`config.mk`:
```
export PLATFORM = sky130hd
export DESIGN_NAME = bar_width_recorder
export DESIGN_NICKNAME = d
export VERILOG_FILES = /design/src/rtl/bwr_pkg.sv /design/src/rtl/bwr_edge_det.sv /design/src/rtl/bwr_run_counter.sv /design/src/rtl/bar_width_recorder.sv
export SDC_FILE = /design/constraint.sdc
export NUM_CORES = 1
export LEC_CHECK = 0
export ABC_AREA = 1
export BUFFER_PORTS_ARGS = -buffer_cell sky130_fd_sc_hd__buf_4
export CAP_MARGIN = 25
export CORE_ASPECT_RATIO = 1.4
export CORE_UTILIZATION = 45
export CTS_CLUSTER_DIAMETER = 50
export DETAILED_ROUTE_END_ITERATION = 16
export PLACE_DENSITY = 0.67
export SYNTH_ARGS = -nofsm -noshare
export SYNTH_HDL_FRONTEND = slang
export SYNTH_SLANG_ARGS = --single-unit
export TNS_END_PERCENT = 5
```
`constraint.sdc`:
```
create_clock -name clk -period 2.4 [get_ports clk]
set_clock_uncertainty 0.05 [all_clocks]
set_input_delay 0.36 -clock clk [delete_from_list [all_inputs] [get_ports clk]]
set_output_delay 0.36 -clock clk [all_outputs]
set_load 0.005 [all_outputs]
```
`src/rtl/bwr_pkg.sv`:
```
package bwr_pkg;
  typedef enum logic [1:0] {
    ST_IDLE,
    ST_ARM,
    ST_MEAS,
    ST_FIN
  } bwr_state_e;
endpackage

```
`src/rtl/bwr_edge_det.sv`:
```
module bwr_edge_det (
  input  logic clk,
  input  logic rst,
  input  logic sig,
  output logic toggle
);
  logic sig_q;

  always_ff @(posedge clk) begin
    if (rst) sig_q <= 1'b0;
    else     sig_q <= sig;
  end

  assign toggle = sig ^ sig_q;
endmodule

```
`src/rtl/bwr_run_counter.sv`:
```
module bwr_run_counter #(
  parameter int CNT_W = 8
) (
  input  logic             clk,
  input  logic             rst,
  input  logic             restart,
  output logic [CNT_W-1:0] count
);
  localparam logic [CNT_W-1:0] MAXV = {CNT_W{1'b1}};

  always_ff @(posedge clk) begin
    if (rst)                count <= '0;
    else if (restart)       count <= CNT_W'(1);
    else if (count != MAXV) count <= count + CNT_W'(1);
  end
endmodule

```
`src/rtl/bar_width_recorder.sv`:
```
module bar_width_recorder #(
  parameter int                ADDR_W    = 12,
  parameter int                PAGE_W    = 4,
  parameter int                DATA_W    = 8,
  parameter int                LIMIT_W   = 8,
  parameter int                PAGE_IDX  = 13,
  parameter logic [ADDR_W-1:0] TRIG_ADDR = 12'hFF0
) (
  input  logic               clk,
  input  logic               rst,
  input  logic [ADDR_W-1:0]  cpu_addr,
  input  logic               cpu_addr_valid,
  input  logic               video,
  input  logic               scan_active,
  input  logic [LIMIT_W-1:0] bar_limit,
  output logic [ADDR_W-1:0]  mem_addr,
  output logic [DATA_W-1:0]  mem_wdata,
  output logic               mem_we,
  output logic               bus_oe,
  output logic               irq
);
  import bwr_pkg::*;

  localparam int                OFF_W    = ADDR_W - PAGE_W;
  localparam logic [PAGE_W-1:0] PAGE_SEL = PAGE_W'(PAGE_IDX);

  bwr_state_e         state;
  logic [OFF_W-1:0]   offset;
  logic [LIMIT_W-1:0] bar_cnt;
  logic               toggle;
  logic [DATA_W-1:0]  run_len;
  logic               trig_hit;
  logic               last_bar;

  bwr_edge_det edge_i (
    .clk    (clk),
    .rst    (rst),
    .sig    (video),
    .toggle (toggle)
  );

  bwr_run_counter #(.CNT_W(DATA_W)) cnt_i (
    .clk     (clk),
    .rst     (rst),
    .restart (toggle),
    .count   (run_len)
  );

  assign trig_hit = cpu_addr_valid && (cpu_addr == TRIG_ADDR);
  assign last_bar = ({1'b0, bar_cnt} + (LIMIT_W+1)'(1)) == {1'b0, bar_limit};

  always_ff @(posedge clk) begin
    if (rst) begin
      state     <= ST_IDLE;
      bus_oe    <= 1'b0;
      irq       <= 1'b0;
      mem_we    <= 1'b0;
      mem_addr  <= '0;
      mem_wdata <= '0;
      offset    <= '0;
      bar_cnt   <= '0;
    end else begin
      mem_we <= 1'b0;
      case (state)
        ST_IDLE: begin
          if (trig_hit) begin
            state   <= ST_ARM;
            bus_oe  <= 1'b1;
            irq     <= 1'b0;
            offset  <= '0;
            bar_cnt <= '0;
          end
        end
        ST_ARM: begin
          if (bar_limit == '0)           state <= ST_FIN;
          else if (scan_active && toggle) state <= ST_MEAS;
        end
        ST_MEAS: begin
          if (!scan_active) begin
            state <= ST_FIN;
          end else if (toggle) begin
            mem_we    <= 1'b1;
            mem_addr  <= {PAGE_SEL, offset};
            mem_wdata <= run_len;
            offset    <= offset + OFF_W'(1);
            bar_cnt   <= bar_cnt + LIMIT_W'(1);
            if (last_bar) state <= ST_FIN;
          end
        end
        ST_FIN: begin
          bus_oe <= 1'b0;
          irq    <= 1'b1;
          state  <= ST_IDLE;
        end
        default: state <= ST_IDLE;
      endcase
    end
  end
endmodule

```
==> PnR_summary.wiki <==
{| class="wikitable"
! Metric !! Value
|-
| Path type of the worst min-delay path || primary input to flop
|-
| Total half-perimeter wirelength after legalization and detailed placement || 3940 um
|-
| Startpoint Class || flop
|-
| Cell repeated most along the worst path || sky130_fd_sc_hd__nand2_2
|-
| Most used standard cell by instance count after synthesis || sky130_fd_sc_hd__nand2_1
|-
| Wire length of the first global-routing pass || 8800 um
|-
| Routability cong. || 0.814
|-
| GRT overflow || 0
|-
| Core ar. || 0.00516 mm2
|-
| Worst reg2reg path endpoint || offset[5]
|-
| Number of buffers inserted by hold repair at cts || 0
|-
| Vias post-DR || 2237
|-
| Sequential share of power || 40.6%
|-
| Worst Setup End Kind || flop
|-
| Total negative slack for setup checks || 0 ns
|-
| Post_cts resized || 0
|-
| Synthesized area || 0.00241 mm2
|-
| Slack of the worst reg-to-reg path || 0.31 ns
|-
| Final Total Pwr || 2500 uW
|-
| Post-synthesis sequential area ratio || 39.0%
|-
| Post-Syn Nets || 374
|-
| Number of nets in the finished design || 419
|-
| TritonCTS clock tree || built
|-
| Die width || 63.8 um
|-
| Maximum vdd ir drop || 0.482 mV
|-
| Internal power || 1550 uW
|-
| Routed vias/inst || 4.93
|-
| Worst stage delay on the critical path || 0.41 ns
|-
| Effective utilization at floorplan || 46.7%
|-
| Main area contributors after synthesis || sky130_fd_sc_hd__dfxtp_1 39%, sky130_fd_sc_hd__nand2_1 10%, sky130_fd_sc_hd__inv_1 7.2%, sky130_fd_sc_hd__a21oi_1 6.4%, sky130_fd_sc_hd__nor2_1 5.8%
|-
| Site Rows || 31
|-
| Clock Power Share || 20.5%
|-
| Post-synthesis cell count || 342
|-
| Req. time, crit path || 2.59 ns
|-
| Async set or reset register ratio after synthesis || 0%
|-
| Number of cells on the worst reg-to-reg path || 10
|-
| Clock slew at the register clock pins of the worst setup and hold paths || 0.08 ns
|-
| Share of layout cells above drive strength 1 || 19.1%
|-
| Cells after DPL || 446
|-
| Most frequent cells after synthesis || 64 x sky130_fd_sc_hd__nand2_1, 47 x sky130_fd_sc_hd__dfxtp_1, 46 x sky130_fd_sc_hd__inv_1, 37 x sky130_fd_sc_hd__nor2_1, 31 x sky130_fd_sc_hd__a21oi_1
|-
| Drt first pass iters || 4
|-
| Total stage count of the critical path || 10
|-
| Number of inserted diodes || 0
|-
| Synth Register Bits || 47
|-
| Worst hold slack across all endpoints || 0.242 ns
|-
| DR DRC count || 0
|-
| I/O pin total || 48
|-
| Finished Layout Cells || 454
|-
| Switching share of power || 38.0%
|-
| Max Transition Viols Final || 0
|-
| Data arrival time of the critical path || 2.28 ns
|-
| Die Y || 88.6 um
|-
| Synth area leader || sky130_fd_sc_hd__dfxtp_1
|-
| Overall die area || 0.00566 mm2
|-
| Slowest library cell on the worst path || sky130_fd_sc_hd__ha_1
|-
| Number of setup buffers added after CTS || 0
|-
| Share of total power in combinational logic || 38.9%
|-
| Final number of hold-violating endpoints || 0
|-
| Number of global-route vias before repair || 1973
|-
| Yosys top cell area share || 39.0%
|-
| WP buf/inv || 2
|-
| Iteration-0 DRC count of the detailed router || 83
|-
| Setup-violating endpoint count in the final report || 0
|-
| Highest Clock Rate || 479 MHz
|-
| Later-pin clock latency in the skew report || 0.30 ns
|-
| Wire length per cell || 11.6 um
|-
| Maximum net fanout on the critical path || 11
|-
| Antenna violations before repair || 0
|-
| Final ANT Viol Nets || 0
|-
| Clock buffers created by TritonCTS || 5
|-
| Sw Pwr || 951 uW
|-
| Reg-to-reg critical path startpoint || state[0]
|-
| Class of the most critical setup path || flop to flop
|-
| Share of the clock period used by the worst path after layout || 86.9%
|-
| Clock tree sinks || 47
|-
| LEAKAGE || 0.00129 uW
|-
| Overall track demand over capacity in global routing || 19.9%
|-
| Synthesis-to-finish area growth || 19.9%
|-
| Maxcap violations || 0
|-
| CTS Root Cell || sky130_fd_sc_hd__clkbuf_8
|-
| Sequence of cells on the critical path || inv_1 -> ha_1 -> nand3_2 -> nand2_2 -> nand2_2 -> inv_2 -> nand2_2 -> o21ai_1 -> nand2_1 -> nor2_1
|-
| Family with the most delay on the worst path || simple AND/OR/NAND/NOR gates
|-
| Unrepaired setup endpoints after global routing || false
|-
| Commonest register cell after synthesis || sky130_fd_sc_hd__dfxtp_1
|-
| Termination of the worst setup path || offset[5]
|-
| Clock period minus final worst setup slack || 2.09 ns
|-
| Total of buffers placed on input and output ports || 46
|-
| Maximum level of the CTS H-tree || 2
|-
| Result of the run || completed
|-
| Cell variety after synth || 35
|-
| Clk buf depth || 2
|-
| Post-Syn Area per Cell || 7.05 um2
|-
| Largest net degree at the start of global routing || 29
|-
| Number of flops mapped to enable cells by yosys || 0
|-
| Count of synthesis-stage warnings from yosys || 0
|-
| Power per standard cell area || 867 mW/mm2
|-
| Routed Wire Length || 5250 um
|-
| Critical Path Source || state[0]
|}
-- power groups by stage --
stage               combinational [uW]  sequential, uW  clock (uW)
global placement                   953            1030           0
CTS                                980            1020         535
global route                      1100            1040         568
floorplan                          772            1020           0
finish                             975            1020         514
detailed placement                 975            1030           0
-- cell usage in the layout (no fill, tap or decap), types with 2 or more instances in the layout --
master | synthesis | final
sky130_fd_sc_hd__a211oi_1 | 2 | 2
sky130_fd_sc_hd__inv_1 | 46 | 46
sky130_fd_sc_hd__nor2_1 | 37 | 37
sky130_fd_sc_hd__xor2_1 | 3 | 3
sky130_fd_sc_hd__ha_1 | 7 | 7
sky130_fd_sc_hd__nand3_1 | 24 | 24
sky130_fd_sc_hd__a211oi_2 | 4 | 4
sky130_fd_sc_hd__nand4_1 | 7 | 7
sky130_fd_sc_hd__inv_2 | 2 | 2
sky130_fd_sc_hd__o21ai_0 | 26 | 26
sky130_fd_sc_hd__a31oi_1 | 4 | 4
sky130_fd_sc_hd__dfxtp_1 | 47 | 47
sky130_fd_sc_hd__a21oi_1 | 31 | 31
sky130_fd_sc_hd__o21bai_1 | 2 | 2
sky130_fd_sc_hd__clkbuf_8 | 0 | 7
sky130_fd_sc_hd__buf_4 | 3 | 50
sky130_fd_sc_hd__nand2_1 | 64 | 64
sky130_fd_sc_hd__nand2_2 | 5 | 5
sky130_fd_sc_hd__nor3_1 | 6 | 6
-- cells by family (layout without fill, tap and decap cells) --
logic type | after synthesis | after routing | share of synthesized area (%)
XOR/XNOR | 5 | 5 | 2.13
adder cells (fa/ha/maj) | 7 | 7 | 3.63
AO/OA/AOI/OAI | 72 | 72 | 17.0
flip-flops | 47 | 47 | 39.0
buffers and inverters | 61 | 107 | 10.9
other | 1 | 1 | 0.156
AND/OR/NAND/NOR | 149 | 149 | 27.2
-- through the flow --
stage                     setup slack [ns]  utilization (%)  instance area, um2
after CTS                            0.310             56.0                2890
after floorplan                      0.718                -                2410
after global routing                 0.114             56.0                2890
after global placement               0.448             54.1                2790
after detailed placement             0.319             54.1                2790
final                                0.314             56.0                2890
-- area by class of cell --
type | instances | area (um2)
inverter | 49 | 184
multi-input combinational | 234 | 1210
sequential | 47 | 941
fill | 495 | 2270
timing repair buffer | 50 | 375
clock buffer | 8 | 100
tap | 66 | 82.6
-- routing by layer --
| metal | routed length, um | global-route usage [%] | up-vias | share of wire (%) |
|---|---|---|---|---|
| li1 | - | - | 1195 | - |
| met1 | 2370 | 23.2 | 993 | 45 |
| met2 | 2620 | 36.1 | 42 | 50 |
| met3 | 174 | 3.22 | 7 | 3.3 |
| met4 | 86 | 8.26 | 0 | 1.6 |
| met5 | 0 | 0 | - | 0 |
-- worst min-delay path by stage --
stage	from	to	slack [ns]	cells past startpoint
floorplan	irq	irq	0.39	2
global placement	irq	irq	0.38	2
detailed placement	irq	irq	0.39	2
CTS	video	edge_i.sig_q	0.23	3
global route	video	edge_i.sig_q	0.24	3
finish	video	edge_i.sig_q	0.24	3
-- sequential cells by signal, indices dropped and copies added, names as in the netlist, 2 cells and up --
| register | flops |
|---|---|
| mem_wdata | 8 |
| state | 2 |
| cnt_i.count | 8 |
| bar_cnt | 8 |
| mem_addr | 9 |
| offset | 8 |
-- worst min-delay path, cell delays in order --
cell and delay [ns]:
sky130_fd_sc_hd__buf_4 0.12, sky130_fd_sc_hd__inv_1 0.04, sky130_fd_sc_hd__nor2_1 0.03
Power figures use the tool's default switching activity.
